==> config.mk <==
export PLATFORM = sky130hd
export DESIGN_NAME = tile_conv
export DESIGN_NICKNAME = d
export VERILOG_FILES = /design/src/rtl/tile_conv_pkg.sv /design/src/rtl/tile_conv_stage.sv /design/src/rtl/tile_conv_addr.sv /design/src/rtl/tile_conv_seq.sv /design/src/rtl/tile_conv.sv
export SDC_FILE = /design/constraint.sdc
export NUM_CORES = 1
export LEC_CHECK = 0
export BUFFER_PORTS_ARGS = -buffer_cell sky130_fd_sc_hd__buf_2
export CAP_MARGIN = 20
export CORE_UTILIZATION = 55
export DETAILED_ROUTE_END_ITERATION = 7
export GPL_TIMING_DRIVEN = 0
export PLACE_DENSITY = 0.87
export SLEW_MARGIN = 0
export SYNTH_ARGS = -nofsm -noshare
export SYNTH_HDL_FRONTEND = slang
export SYNTH_SLANG_ARGS = --single-unit
==> constraint.sdc <==
create_clock -name clk -period 2.9 [get_ports clk]
set_clock_uncertainty 0.15 [all_clocks]
set_input_delay 0.29 -clock clk [delete_from_list [all_inputs] [get_ports clk]]
set_output_delay 0.29 -clock clk [all_outputs]
set_load 0.01 [all_outputs]
==> src/rtl/tile_conv_pkg.sv <==
package tile_conv_pkg;

    typedef enum logic [1:0] {
        DEPTH_8BPP = 2'd0,
        DEPTH_4BPP = 2'd1,
        DEPTH_2BPP = 2'd2,
        DEPTH_2ALT = 2'd3
    } depth_code_e;

    // Number of bitplanes for a depth code.
    function automatic logic [3:0] planes_of(input logic [1:0] code);
        logic [3:0] n;
        case (depth_code_e'(code))
            DEPTH_8BPP: n = 4'd8;
            DEPTH_4BPP: n = 4'd4;
            default:    n = 4'd2;
        endcase
        return n;
    endfunction

endpackage

==> src/rtl/tile_conv_stage.sv <==
module tile_conv_stage #(
    parameter  int STG_N   = 16,
    parameter  int PIX_W   = 8,
    localparam int IDX_W   = $clog2(STG_N),
    localparam int ROW_PIX = STG_N / 2,
    localparam int PL_W    = $clog2(PIX_W)
) (
    input  logic               clk,
    input  logic               rst_n,
    input  logic               wr_en,
    input  logic [IDX_W-1:0]   wr_idx,
    input  logic [PIX_W-1:0]   wr_data,
    input  logic               hold_i,
    input  logic               row_sel,
    input  logic [PL_W-1:0]    plane_sel,
    output logic [ROW_PIX-1:0] plane_byte,
    output logic               commit
);

    logic [STG_N-1:0][PIX_W-1:0] bytes_d, bytes_q;

    always_comb begin
        bytes_d = bytes_q;
        if (wr_en) begin
            bytes_d[wr_idx] = wr_data;
        end
    end

    always_ff @(posedge clk or negedge rst_n) begin
        if (!rst_n) begin
            bytes_q <= '0;
        end else begin
            bytes_q <= bytes_d;
        end
    end

    assign commit = wr_en && (wr_idx == IDX_W'(STG_N - 1));

    // Gather one bit position across a row; leftmost pixel to the MSB.
    for (genvar p = 0; p < ROW_PIX; p++) begin : g_gather
        assign plane_byte[ROW_PIX-1-p] = row_sel ? bytes_q[ROW_PIX+p][plane_sel]
                                                 : bytes_q[p][plane_sel];
    end

    // Staging contents must not move while the sequencer reads them.
    assert_hold_stable_R7: assert property (@(posedge clk) disable iff (!rst_n)
        hold_i |=> $stable(bytes_q));

endmodule

==> src/rtl/tile_conv_addr.sv <==
module tile_conv_addr #(
    parameter int RAM_AW = 11
) (
    input  logic [RAM_AW-1:0] base,
    input  logic [1:0]        dcode,
    input  logic [2:0]        pair,
    input  logic              row,
    input  logic [2:0]        plane,
    output logic [RAM_AW-1:0] addr
);
    import tile_conv_pkg::*;

    logic [RAM_AW-1:0] tile_bytes;
    logic [RAM_AW-1:0] slot_off;
    logic [RAM_AW-1:0] row_off;
    logic [RAM_AW-1:0] plane_off;

    always_comb begin
        tile_bytes = RAM_AW'(planes_of(dcode)) << 3;
        slot_off   = pair[2] ? tile_bytes : '0;
        row_off    = RAM_AW'({pair[1:0], row}) << 1;
        plane_off  = (RAM_AW'(plane[2:1]) << 4) | RAM_AW'(plane[0]);
        addr       = base + slot_off + row_off + plane_off;
    end

endmodule

==> src/rtl/tile_conv_seq.sv <==
module tile_conv_seq #(
    parameter  int RAM_AW  = 11,
    parameter  int ROW_PIX = 8,
    localparam int PL_W    = 3
) (
    input  logic               clk,
    input  logic               rst_n,
    input  logic               cfg_en,
    input  logic [1:0]         cfg_depth,
    input  logic [RAM_AW-1:0]  cfg_base,
    input  logic               commit,
    input  logic [ROW_PIX-1:0] plane_byte,
    output logic               busy,
    output logic               row_sel,
    output logic [PL_W-1:0]    plane_sel,
    output logic               ram_we,
    output logic [RAM_AW-1:0]  ram_addr,
    output logic [ROW_PIX-1:0] ram_wdata,
    output logic               tile_done
);
    import tile_conv_pkg::*;

    typedef struct packed {
        logic              busy;
        logic              row;
        logic [PL_W-1:0]   plane;
        logic [2:0]        pair;
        logic [1:0]        dcode;
        logic [RAM_AW-1:0] base;
    } seq_t;

    seq_t s_d, s_q;
    logic [PL_W-1:0] plane_last;
    logic            row_end;
    logic            last_beat;

    always_comb begin
        plane_last = PL_W'(planes_of(s_q.dcode) - 4'd1);
        row_end    = s_q.plane == plane_last;
        last_beat  = s_q.busy && s_q.row && row_end;

        s_d = s_q;
        if (s_q.busy) begin
            if (row_end) begin
                s_d.plane = '0;
                if (s_q.row) begin
                    s_d.busy = 1'b0;
                    s_d.row  = 1'b0;
                    s_d.pair = s_q.pair + 3'd1;
                end else begin
                    s_d.row = 1'b1;
                end
            end else begin
                s_d.plane = s_q.plane + PL_W'(1);
            end
        end
        if (cfg_en) begin
            s_d.dcode = cfg_depth;
            s_d.base  = cfg_base;
            s_d.pair  = '0;
        end
        if (commit) begin
            s_d.busy  = 1'b1;
            s_d.row   = 1'b0;
            s_d.plane = '0;
        end
    end

    always_ff @(posedge clk or negedge rst_n) begin
        if (!rst_n) begin
            s_q <= '0;
        end else begin
            s_q <= s_d;
        end
    end

    tile_conv_addr #(.RAM_AW(RAM_AW)) u_addr (
        .base  (s_q.base),
        .dcode (s_q.dcode),
        .pair  (s_q.pair),
        .row   (s_q.row),
        .plane (s_q.plane),
        .addr  (ram_addr)
    );

    assign busy      = s_q.busy;
    assign row_sel   = s_q.row;
    assign plane_sel = s_q.plane;
    assign ram_we    = s_q.busy;
    assign ram_wdata = plane_byte;
    assign tile_done = last_beat && (s_q.pair[1:0] == 2'b11);

    // Even plane inside a row: its odd partner sits one byte higher.
    assert_addr_pair_R4: assert property (@(posedge clk) disable iff (!rst_n)
        (s_q.busy && !s_q.plane[0] && !row_end) |=> (ram_addr == $past(ram_addr) + RAM_AW'(1)));

    assert_plane_bound_R1: assert property (@(posedge clk) disable iff (!rst_n)
        s_q.busy |-> (s_q.plane <= plane_last));

    assert_pair_advance_R6: assert property (@(posedge clk) disable iff (!rst_n)
        $fell(s_q.busy) |-> (s_q.pair == $past(s_q.pair) + 3'd1));

    assert_done_single_R8: assert property (@(posedge clk) disable iff (!rst_n)
        tile_done |=> !tile_done);

endmodule

==> src/rtl/tile_conv.sv <==
module tile_conv #(
    parameter  int STG_N   = 16,
    parameter  int PIX_W   = 8,
    parameter  int RAM_AW  = 11,
    localparam int IDX_W   = $clog2(STG_N),
    localparam int ROW_PIX = STG_N / 2
) (
    input  logic               clk,
    input  logic               rst_n,
    input  logic               stg_we,
    input  logic [IDX_W-1:0]   stg_idx,
    input  logic [PIX_W-1:0]   stg_data,
    input  logic               cfg_we,
    input  logic [1:0]         cfg_depth,
    input  logic [RAM_AW-1:0]  cfg_base,
    output logic               ready,
    output logic               ram_we,
    output logic [RAM_AW-1:0]  ram_addr,
    output logic [ROW_PIX-1:0] ram_wdata,
    output logic               tile_done
);

    logic               busy;
    logic               stg_en;
    logic               cfg_en;
    logic               commit;
    logic               row_sel;
    logic [2:0]         plane_sel;
    logic [ROW_PIX-1:0] plane_byte;

    assign ready  = !busy;
    assign stg_en = stg_we && ready;
    assign cfg_en = cfg_we && ready;

    tile_conv_stage #(.STG_N(STG_N), .PIX_W(PIX_W)) u_stage (
        .clk        (clk),
        .rst_n      (rst_n),
        .wr_en      (stg_en),
        .wr_idx     (stg_idx),
        .wr_data    (stg_data),
        .hold_i     (busy),
        .row_sel    (row_sel),
        .plane_sel  (plane_sel),
        .plane_byte (plane_byte),
        .commit     (commit)
    );

    tile_conv_seq #(.RAM_AW(RAM_AW), .ROW_PIX(ROW_PIX)) u_seq (
        .clk        (clk),
        .rst_n      (rst_n),
        .cfg_en     (cfg_en),
        .cfg_depth  (cfg_depth),
        .cfg_base   (cfg_base),
        .commit     (commit),
        .plane_byte (plane_byte),
        .busy       (busy),
        .row_sel    (row_sel),
        .plane_sel  (plane_sel),
        .ram_we     (ram_we),
        .ram_addr   (ram_addr),
        .ram_wdata  (ram_wdata),
        .tile_done  (tile_done)
    );

endmodule

==> flow_metrics.tcl <==
set metrics [dict create \
    area_growth_pct 20.2 \
    relSlewSlack 0.341 \
    synthMuxAreaShare 0.318 \
    first_pass_iters 6 \
    gp_congestion 0.801 \
    clkLatencyLatePin_ns 0.41 \
    synth.most_common_cell "dfrtp_1" \
    synth-edff-count 0 \
    crit_fanout 6 \
    synthAdderAreaFrac 0.0322 \
    netlist_area_um2 7310 \
    clk_pin_slew_worst_paths_ns 0.06 \
    synth.top_cell.area_share 0.510 \
    grt_pass1_wl_um 27300 \
    maxCapViolations 0 \
    cts-root-buf "clkbuf_16" \
    crit_required_ns 2.46 \
    grt_max_degree 90 \
    postSynthCellCount 505 \
    synth-main-ff-cell "dfrtp_1" \
    synth_xor_area_frac 0.0108 \
    power_density_nw_per_um2 1080 \
    portBuffers 50 \
    min_period_ns 3.17 \
    synth_area_leaders "dfrtp_1 51%, mux2_2 21%, mux4_2 7.7%, mux4_1 2.5%, ha_1 2.4%" \
    rsz0062_at_grt "yes" \
    power.total_w 0.00951 \
    avgSynthCellArea_um2 14.5 \
    antenna_found_initial 0 \
    period_share 1.09 \
    synth_seq_cells 149 \
    final_hold_viol_count 0 \
    cts_tree "done" \
    slew_violations 0 \
    ys_top_cells_by_count "149 x dfrtp_1, 139 x mux2_2, 26 x nand2_1" \
    antennaDiodeCount 0 \
    htree_levels 4 \
    nNetsFinal 643 \
    die_area_um2 13800 \
    drc 0 \
    vias 4773 \
    numClockSinks 149 \
    fp.dieH_um 117 \
    detail-route-antenna-nets 0 \
    crit_arrival_ns 2.73 \
    endpoint_kind "output port" \
    pin_count 51 \
    synth_top_family_by_area "multiplexers" \
    ir_drop_v 0.000602 \
    dp_hpwl_um 10600 \
    worstSetupPathType "register to output port" \
    yosysTopAreaCell "dfrtp_1" \
    wl_um 17400 \
    ctsLongestPathBuffers 2 \
    synth_compound_area_frac 0.0418 \
    rows 41 \
    tightest_slew_ns 0.985 \
    setup_viol 6 \
    violations "negative setup slack" \
    drt-wirelength-per-cell_um 22.3 \
    r2r_setup_slack_ns 0.81 \
    first_iter_violations 418 \
    vias_per_cell 6.10 \
    fmax_ghz 0.316 \
    synth-simple-area-share 0.0579 \
    synthArstFlopShare 1.00 \
    grt-ovfl-total 0 \
    initial_core_util 0.572 \
    run_status "finished with violations" \
    stdcell_area_um2 8780 \
    synth_fp_nets 551 \
    p_leak_nw 3.99 \
    dpl_cell_area_um2 7810 \
    place_ws_ns -0.435 \
    grt_pass1_vias 5108 \
    nFillCells 780 \
    fp.dieW_um 117 \
    layout_setup_ws_ns -0.269 \
    cts_buffers 17 \
    core_area_um2 12800 \
    ys_seq_area_frac 0.510 \
    ys_warn_count 0 \
    ys_types 47 \
    start_kind "register" \
    layout-drive-gt1-share 0.492 \
    grt.total_usage 0.273 \
    min_path_type "input port to register" \
]
==> layout make-up <==
| class | count | area, um^2 | share of cell area |
|---|---|---|---|
| Sequential cell | 149 | 3730 | 0.425 |
| Multi-Input combinational cell | 313 | 3480 | 0.396 |
| Clock buffer | 23 | 498 | 0.0567 |
| Timing Repair Buffer | 74 | 495 | 0.0564 |
| Tap cell | 172 | 215 | 0.0245 |
| Buffer | 27 | 184 | 0.0209 |
| Clock inverter | 9 | 123 | 0.0140 |
| Inverter | 15 | 58.8 | 0.00669 |
==> layer usage <==
| metal | global-route usage | wire length [um] |
|---|---|---|
| met1 | 0.345 | 7010 |
| met2 | 0.461 | 8930 |
| met3 | 0.0633 | 1110 |
| met4 | 0.104 | 359 |
| met5 | 0 | 0 |
==> power breakdown <==
group          switching [W]  leakage (nW)  total [W]  internal [W]
Combinational        0.00180          1.84    0.00383       0.00204
Clock               0.000826         0.309    0.00229       0.00146
Sequential          0.000478          1.84    0.00339       0.00291
Total                0.00310          3.99    0.00951       0.00641
==> final timing paths <==
check / cells after the start / startpoint / end
hold reg to reg: 1 / u_stage.bytes_q[77]$_DFFE_PN0P_ / u_stage.bytes_q[77]$_DFFE_PN0P_
min in group asynchronous: 2 / rst_n / u_seq.s_q[10]$_DFFE_PN0P_
setup / recovery: 9 / u_seq.s_q[12]$_DFFE_PN0P_ / ram_addr[9]
setup reg to reg: 5 / u_seq.busy$_DFF_PN0_ / u_stage.bytes_q[90]$_DFFE_PN0P_
max in group asynchronous: 3 / rst_n / u_stage.bytes_q[82]$_DFFE_PN0P_
hold / removal: 4 / cfg_we / u_seq.s_q[13]$_DFFE_PN0P_
==> through the flow <==
step | utilization | setup TNS [ns] | hold WS [ns] | instances
6_report | 0.688 | -1.19 | 0.0501 | 782
4_1_cts | 0.682 | -0.841 | 0.0452 | 781
2_1_floorplan | - | 0 | -0.156 | 505
3_5_place_dp | 0.611 | -1.75 | 0.162 | 728
5_1_grt | 0.688 | -1.72 | 0.0670 | 782
3_3_place_gp | 0.609 | -76.54 | 0.330 | 727
==> critical path: stages, from the launching register on <==
cell	delay [ns]
dfrtp_1	0.43
inv_2	0.07
and3_4	0.17
fa_1	0.51
ha_4	0.35
nand3_1	0.14
a21oi_4	0.17
nor2_1	0.06
o311ai_1	0.24
buf_2	0.17
==> cell families after synthesis <==
group,count (synthesis)
compound gates,42
mux,172
simple gates,73
buf+inv,43
flops,149
xor+xnor,9
fa+ha+maj,17
==> what timing repair did <==
action / in CTS / in global routing
resized for setup: 19 / 10
hold buffers: 14 / 0
hold endpoints to repair: 73 / 0
pin swaps: 8 / 4
endpoints found under the setup margin: 12 / 10
buffers inserted: 8 / 1
==> flip-flops by register name, summed over array words and instances, names as in the netlist <==
register         count
u_stage.bytes_q    128
u_seq.busy           1
u_seq.s_q           16
u_seq.plane_sel      3
u_seq.row_sel        1
==> placed cells by master, fill, tap and decap left out, types with 3 or more instances in the layout <==
cell           count
clkbuf_1          11
nand2_1           26
buf_2             53
nor2_1             7
a21oi_1            4
nand2_2            6
fa_1               3
o21ai_0            8
ha_1              11
or3_1              3
mux2_2           139
clkbuf_8           5
xnor2_1            5
mux4_1             7
inv_1             12
and2_1             3
a22oi_1           15
bufinv_16          3
and3_1             4
dlygate4sd3_1     14
dfrtp_1          148
clkbuf_16         18
nor2b_1            4
buf_6              7
xor2_1             4
clkinv_2           5
mux4_2            25
ha_4               3
buf_4             12
(Power assumes the default switching activity.)
